==> config.mk <==
export PLATFORM = sky130hd
export DESIGN_NAME = ser_cfg_top
export DESIGN_NICKNAME = d
export VERILOG_FILES = /design/src/rtl/ser_cfg_pkg.sv /design/src/rtl/ser_sync.sv /design/src/rtl/ser_pair_qual.sv /design/src/rtl/ser_shift.sv /design/src/rtl/ser_rx.sv /design/src/rtl/ser_cfg_top.sv
export SDC_FILE = /design/constraint.sdc
export NUM_CORES = 1
export LEC_CHECK = 0
export BUFFER_PORTS_ARGS = -buffer_cell sky130_fd_sc_hd__clkbuf_2
export CAP_MARGIN = 20
export CELL_PAD_IN_SITES_DETAIL_PLACEMENT = 0
export CELL_PAD_IN_SITES_GLOBAL_PLACEMENT = 1
export CORE_AREA = 2 2 111 113
export DETAILED_ROUTE_END_ITERATION = 7
export DIE_AREA = 0 0 113 115
export HOLD_SLACK_MARGIN = 0.06
export MAX_ROUTING_LAYER = met4
export PLACE_DENSITY_LB_ADDON = 0.25
export RECOVER_POWER = 50
export SLEW_MARGIN = 40
export SYNTH_ARGS = -nofsm -noshare
export SYNTH_HDL_FRONTEND = slang
export SYNTH_SLANG_ARGS = --single-unit
==> constraint.sdc <==
create_clock -name clk_i -period 3.58 [get_ports clk_i]
set_clock_uncertainty 0.15 [all_clocks]
set_input_delay 0.179 -clock clk_i [delete_from_list [all_inputs] [get_ports clk_i]]
set_output_delay 0.179 -clock clk_i [all_outputs]
set_load 0.01 [all_outputs]
==> src/rtl/ser_cfg_pkg.sv <==
package ser_cfg_pkg;
  localparam int unsigned PAIR_WIN_D = 2;
  localparam int unsigned LVL_MAX_D  = 4;
  localparam int unsigned IDLE_MAX_D = 1024;
  localparam int unsigned SYNC_W     = 3;
  // sync bit order {dat, clk_n, clk}; clk_n idles high
  localparam logic [SYNC_W-1:0] SYNC_RST = 3'b010;
endpackage

==> src/rtl/ser_sync.sv <==
module ser_sync #(
  parameter int unsigned W = 3,
  parameter logic [W-1:0] RST_VAL = '0
) (
  input  logic         clk_i,
  input  logic         rst_ni,
  input  logic [W-1:0] d_i,
  output logic [W-1:0] q_o
);
  for (genvar i = 0; i < W; i++) begin : g_bit
    logic s1, s2;
    always_ff @(posedge clk_i or negedge rst_ni) begin
      if (!rst_ni) begin
        s1 <= RST_VAL[i];
        s2 <= RST_VAL[i];
      end else begin
        s1 <= d_i[i];
        s2 <= s1;
      end
    end
    assign q_o[i] = s2;
  end
endmodule

==> src/rtl/ser_pair_qual.sv <==
module ser_pair_qual #(
  parameter int unsigned PAIR_WIN = ser_cfg_pkg::PAIR_WIN_D,
  parameter int unsigned LVL_MAX  = ser_cfg_pkg::LVL_MAX_D
) (
  input  logic clk_i,
  input  logic rst_ni,
  input  logic sclk_i,
  input  logic sclk_n_i,
  input  logic sdat_i,
  output logic bit_vld_o,
  output logic bit_dat_o,
  output logic fault_o
);
  localparam int unsigned WIN_W = $clog2(PAIR_WIN + 1);
  localparam int unsigned EQ_W  = $clog2(LVL_MAX + 2);
  localparam logic [WIN_W-1:0] WIN_LD  = WIN_W'(PAIR_WIN);
  localparam logic [EQ_W-1:0]  EQ_TRIG = EQ_W'(LVL_MAX);
  localparam logic [EQ_W-1:0]  EQ_SAT  = EQ_W'(LVL_MAX + 1);

  logic clk_q, clk_n_q, dat_hold;
  logic [WIN_W-1:0] rise_win, fall_win;
  logic [EQ_W-1:0]  eq_cnt;
  logic rise, fall, eq;
  logic pair_now, pair_fall_late, pair_rise_late;

  assign rise = sclk_i & ~clk_q;
  assign fall = ~sclk_n_i & clk_n_q;
  assign eq   = (sclk_i == sclk_n_i);

  assign fault_o        = eq && (eq_cnt == EQ_TRIG);
  assign pair_now       = rise & fall;
  assign pair_fall_late = fall & ~rise & (rise_win != '0);
  assign pair_rise_late = rise & ~fall & (fall_win != '0);
  assign bit_vld_o      = ~fault_o & (pair_now | pair_fall_late | pair_rise_late);
  // data belongs to the clock rise; hold it when the rise came first
  assign bit_dat_o      = pair_fall_late ? dat_hold : sdat_i;

  always_ff @(posedge clk_i or negedge rst_ni) begin
    if (!rst_ni) begin
      clk_q    <= 1'b0;
      clk_n_q  <= 1'b1;
      dat_hold <= 1'b0;
      rise_win <= '0;
      fall_win <= '0;
      eq_cnt   <= '0;
    end else begin
      clk_q   <= sclk_i;
      clk_n_q <= sclk_n_i;
      if (rise) dat_hold <= sdat_i;

      if (!eq)                 eq_cnt <= '0;
      else if (eq_cnt != EQ_SAT) eq_cnt <= eq_cnt + 1'b1;

      if (fault_o || bit_vld_o) begin
        rise_win <= '0;
        fall_win <= '0;
      end else begin
        if (rise)                rise_win <= WIN_LD;
        else if (rise_win != '0) rise_win <= rise_win - 1'b1;
        if (fall)                fall_win <= WIN_LD;
        else if (fall_win != '0) fall_win <= fall_win - 1'b1;
      end
    end
  end
endmodule

==> src/rtl/ser_shift.sv <==
module ser_shift #(
  parameter int unsigned WORD_W   = 8,
  parameter int unsigned IDLE_MAX = ser_cfg_pkg::IDLE_MAX_D
) (
  input  logic              clk_i,
  input  logic              rst_ni,
  input  logic              bit_vld_i,
  input  logic              bit_dat_i,
  input  logic              fault_i,
  output logic [WORD_W-1:0] word_o,
  output logic              upd_o,
  output logic              err_o
);
  localparam int unsigned CNT_W  = $clog2(WORD_W);
  localparam int unsigned IDLE_W = $clog2(IDLE_MAX + 1);
  localparam logic [CNT_W-1:0]  LAST_BIT = CNT_W'(WORD_W - 1);
  localparam logic [IDLE_W-1:0] IDLE_LIM = IDLE_W'(IDLE_MAX);

  logic [WORD_W-2:0] sh;
  logic [CNT_W-1:0]  cnt;
  logic [IDLE_W-1:0] idle;

  always_ff @(posedge clk_i or negedge rst_ni) begin
    if (!rst_ni) begin
      sh     <= '0;
      cnt    <= '0;
      idle   <= '0;
      word_o <= '0;
      upd_o  <= 1'b0;
      err_o  <= 1'b0;
    end else begin
      upd_o <= 1'b0;
      if (fault_i) begin
        cnt   <= '0;
        idle  <= '0;
        err_o <= 1'b1;
      end else if (bit_vld_i) begin
        idle <= '0;
        if (cnt == LAST_BIT) begin
          word_o <= {bit_dat_i, sh};
          upd_o  <= 1'b1;
          err_o  <= 1'b0;
          cnt    <= '0;
        end else begin
          sh  <= {bit_dat_i, sh[WORD_W-2:1]};
          cnt <= cnt + 1'b1;
        end
      end else if (cnt != '0) begin
        if (idle == IDLE_LIM) begin
          cnt  <= '0;
          idle <= '0;
        end else begin
          idle <= idle + 1'b1;
        end
      end else begin
        idle <= '0;
      end
    end
  end
endmodule

==> src/rtl/ser_rx.sv <==
module ser_rx #(
  parameter int unsigned WORD_W   = 8,
  parameter int unsigned PAIR_WIN = ser_cfg_pkg::PAIR_WIN_D,
  parameter int unsigned LVL_MAX  = ser_cfg_pkg::LVL_MAX_D,
  parameter int unsigned IDLE_MAX = ser_cfg_pkg::IDLE_MAX_D
) (
  input  logic              clk_i,
  input  logic              rst_ni,
  input  logic              sclk_i,
  input  logic              sclk_n_i,
  input  logic              sdat_i,
  output logic [WORD_W-1:0] word_o,
  output logic              upd_o,
  output logic              err_o
);
  import ser_cfg_pkg::*;

  logic [SYNC_W-1:0] sync_q;
  logic bit_vld, bit_dat, fault;

  ser_sync #(.W(SYNC_W), .RST_VAL(SYNC_RST)) u_sync (
    .clk_i  (clk_i),
    .rst_ni (rst_ni),
    .d_i    ({sdat_i, sclk_n_i, sclk_i}),
    .q_o    (sync_q)
  );

  ser_pair_qual #(.PAIR_WIN(PAIR_WIN), .LVL_MAX(LVL_MAX)) u_qual (
    .clk_i     (clk_i),
    .rst_ni    (rst_ni),
    .sclk_i    (sync_q[0]),
    .sclk_n_i  (sync_q[1]),
    .sdat_i    (sync_q[2]),
    .bit_vld_o (bit_vld),
    .bit_dat_o (bit_dat),
    .fault_o   (fault)
  );

  ser_shift #(.WORD_W(WORD_W), .IDLE_MAX(IDLE_MAX)) u_shift (
    .clk_i     (clk_i),
    .rst_ni    (rst_ni),
    .bit_vld_i (bit_vld),
    .bit_dat_i (bit_dat),
    .fault_i   (fault),
    .word_o    (word_o),
    .upd_o     (upd_o),
    .err_o     (err_o)
  );
endmodule

==> src/rtl/ser_cfg_top.sv <==
module ser_cfg_top #(
  parameter int unsigned GATE_W  = 8,
  parameter int unsigned GAIN_CH = 8,
  parameter int unsigned CODE_W  = 4,
  parameter int unsigned GAIN_W  = GAIN_CH * CODE_W
) (
  input  logic              clk_i,
  input  logic              rst_ni,
  input  logic              gate_sclk_i,
  input  logic              gate_sclk_n_i,
  input  logic              gate_sdat_i,
  input  logic              gain_sclk_i,
  input  logic              gain_sclk_n_i,
  input  logic              gain_sdat_i,
  output logic [GATE_W-1:0] gate_word_o,
  output logic              gate_upd_o,
  output logic              gate_err_o,
  output logic [GAIN_W-1:0] gain_code_o,
  output logic              gain_upd_o,
  output logic              gain_err_o
);
  ser_rx #(.WORD_W(GATE_W)) u_gate (
    .clk_i    (clk_i),
    .rst_ni   (rst_ni),
    .sclk_i   (gate_sclk_i),
    .sclk_n_i (gate_sclk_n_i),
    .sdat_i   (gate_sdat_i),
    .word_o   (gate_word_o),
    .upd_o    (gate_upd_o),
    .err_o    (gate_err_o)
  );

  ser_rx #(.WORD_W(GAIN_W)) u_gain (
    .clk_i    (clk_i),
    .rst_ni   (rst_ni),
    .sclk_i   (gain_sclk_i),
    .sclk_n_i (gain_sclk_n_i),
    .sdat_i   (gain_sdat_i),
    .word_o   (gain_code_o),
    .upd_o    (gain_upd_o),
    .err_o    (gain_err_o)
  );
endmodule

==> reports/qor.yml <==
die_area_mm2: 0.0130
status: "complete, but fails checks"
cp_max_fo: 16
wire_per_inst_um: 14.7
antenna_found_initial: 0
max_stage_delay_ns: 0.72
critPathLaunchType: "register"
clock_path_buffers: 2
max_cap_violations: 1
violations: "design-rule violations, max-capacitance violations, max-slew violations"
end_kind: "register"
crit_slowest_cell: "or3b_2"
synth.most_common_cell: "dfrtp_1"
cts-root-buf: "clkbuf_16"
syn-cell-area_mm2: 0.00617
ys_seq_area_frac: 0.586
drt_wl_total_um: 10200
synth_top_area_cell: "dfrtp_1"
fin_ws_ns: 0.884
power.density_mw_per_mm2: 694
first_pass_iters: 6
drtIter0Drc: 199
synthTopCellsByArea: "dfrtp_1 (56%), mux2_2 (10%), mux2_4 (6.8%)"
critical_path.cell_chain: "xor2_1 -> o2bb2ai_2 -> or3b_2 -> buf_4 -> mux2_4"
cp_data_required_time_ns: 3.74
ys_seq_elements: 144
area_growth_pct: 16.0
async_flop_share: 1.00
io_pins: 52
die_h_um: 115
seqPwrFrac: 0.440
ys.flop_type: "dfrtp_1"
syn_avg_cell_area_um2: 13.4
tightest_slew_ns: 2.22
fin_area_mm2: 0.00715
relSlewSlack: -0.478
drv_slew: 90
place_area_mm2: 0.00656
synth.top_cell.area_share: 0.560
ant_nets: 0
setup_tns_ns: 0
vias_per_cell: 5.14
cts_buffers: 17
portBuffers: 51
core_area_mm2: 0.0118
grt_max_degree: 91
syn_nets: 488
htreeDepth: 4
initial_core_util: 0.522
finalCritPeriodShare: 0.753
cts_tree: "built"
drc: 4
clk_pin_slew_ns: 0.06
insertion_delay_ns: 0.42
max_freq_ghz: 0.371
internal_power_mw: 3.50
grt-ovfl-total: 0
min_path_type: "reg2reg"
setup_violations: 0
nNetsFinal: 559
rows: 40
peakVddDrop_mv: 0.465
ys_warn_count: 0
synth-edff-count: 0
fin_crit_ns: 2.70
antennaDiodeCount: 0
switching_share: 0.294
grt_usage: 0.177
crit_type: "reg2reg"
cts.sinks: 144
hold_viol_final: 0
cp_num_buf_inv: 1
synthDistinctLibCells: 46
ys_top_cells_by_count: "dfrtp_1 (138), mux2_2 (55), nor2_1 (40)"
die_w_um: 113
drive_above_1_share: 0.259
cts_setup_buffers: 0
place_ws_ns: 0.903
comb_power_share: 0.214
vias: 3555
clkPwrFrac: 0.347
hold_ws_ns: 0.197
cpLargestDelayFamily: "simple AND/OR/NAND/NOR gates"
dp_hpwl_um: 6790
p_sw_mw: 1.46
worstPathArrival_ns: 2.85
p_leak_nw: 3.43
rsz0062_at_grt: "no"
syn_inst: 460
place_congestion: 0.805
grt_pass1_wl_um: 17400
grt_pass1_vias: 3634
-- power groups by stage --
stage               sequential, mW  combinational, mW  clock, mW
floorplan                     2.17              0.814          0
global placement              2.20               1.03          0
detailed placement            2.21               1.08          0
CTS                           2.19               1.09       1.77
global route                  2.23               1.22       1.83
finish                        2.18               1.06       1.72
-- cells in the final DEF, fill, tap and decap left out, types with 4 or more instances in the layout --
cell type      count
dfrtp_1          138
mux2_2            55
clkbuf_1          44
nor2_1            40
mux2_4            28
inv_1             25
nand2_1           21
ha_1              20
clkbuf_16         17
xnor2_1           15
xor2_1            13
a21oi_1           13
nand3_1           11
nand4_1           10
dlygate4sd3_1      7
clkbuf_2           7
nor3_1             6
nor4_1             5
and3_1             5
clkinvlp_4         5
o21ai_0            4
inv_6              4
buf_4              4
dfstp_2            4
-- metrics by stage --
| step | util | cells | power [mW] |
|---|---|---|---|
| 2_1_floorplan | - | 460 | 2.98 |
| 3_3_place_gp | 0.555 | 651 | 3.23 |
| 3_5_place_dp | 0.555 | 652 | 3.29 |
| 4_1_cts | 0.611 | 691 | 5.05 |
| 5_1_grt | 0.606 | 691 | 5.28 |
| 6_report | 0.606 | 691 | 4.96 |
-- cells by family (layout without fill, tap and decap cells) --
group	after synthesis	after routing	share of synthesized area
adders and majority gates	20	20	0.0406
and+or+nand+nor	117	117	0.0949
buffers and inverters	36	120	0.0333
xor gates and xnor gates	28	28	0.0398
DFF	144	144	0.586
muxes	83	83	0.169
AOI/OAI and AO/OA	32	32	0.0373
-- repair_timing --
action                                  in CTS  in global routing
resized for setup                            0                  0
endpoints found under the setup margin       0                  0
hold endpoints to repair                    89                  0
hold buffers                                 7                  0
-- layer usage --
metal,vias to the layer above,routed length (um),GRT usage
li1,1732,-,-
met1,1765,4800,0.224
met2,45,4960,0.270
met3,13,268,0.0496
met4,0,158,0.0715
met5,-,0,-
-- area by class of cell --
class,count,area [um^2]
Tap cell,147,184
Timing Repair Buffer,63,320
Multi-Input combinational cell,280,2360
Inverter,25,93.8
Clock buffer,17,425
Fill cell,979,4660
Clock inverter,15,160
Sequential cell,144,3610
-- flip-flops by register name (all words and copies together) (netlist names), 2 cells and up --
name                    count
u_gain.u_sync.g_bit.s1      3
u_gate.u_shift.word_o       8
u_gate.u_shift.sh           7
u_gain.u_qual.fall_win      2
u_gate.u_shift.idle        11
u_gain.u_qual.eq_cnt        3
u_gain.u_shift.cnt          5
u_gate.u_qual.eq_cnt        3
u_gate.u_sync.g_bit.s1      3
u_gain.u_sync.g_bit.s2      3
u_gate.u_qual.fall_win      2
u_gain.u_qual.rise_win      2
u_gain.u_shift.word_o      32
u_gate.u_sync.g_bit.s2      3
u_gate.u_shift.cnt          3
u_gain.u_shift.sh          31
u_gain.u_shift.idle        11
u_gate.u_qual.rise_win      2
-- path summary, 6_finish.rpt --
kind,startpoint,endpoint,depth (start not counted),slack [ns]
max,u_gain.u_sync.g_bit[1].s2,u_gain.u_shift.word_o[17],5,0.88
min,u_gate.u_sync.g_bit[0].s1,u_gate.u_sync.g_bit[0].s2,0,0.20
max reg2reg,u_gain.u_sync.g_bit[1].s2,u_gain.u_shift.word_o[17],5,0.88
min reg2reg,u_gate.u_sync.g_bit[0].s1,u_gate.u_sync.g_bit[0].s2,0,0.20
max in group asynchronous,rst_ni,u_gain.u_sync.g_bit[2].s1,2,1.18
min in group asynchronous,rst_ni,u_gate.u_shift.sh[3],2,0.82
-- worst reg2reg max path, cell delays in order (launching register included) --
cell and delay [ns]:
dfstp_1 0.56, xor2_1 0.36, o2bb2ai_2 0.16, or3b_2 0.72, buf_4 0.32, mux2_4 0.32
Note: power is estimated with default switching activity, not from simulation.
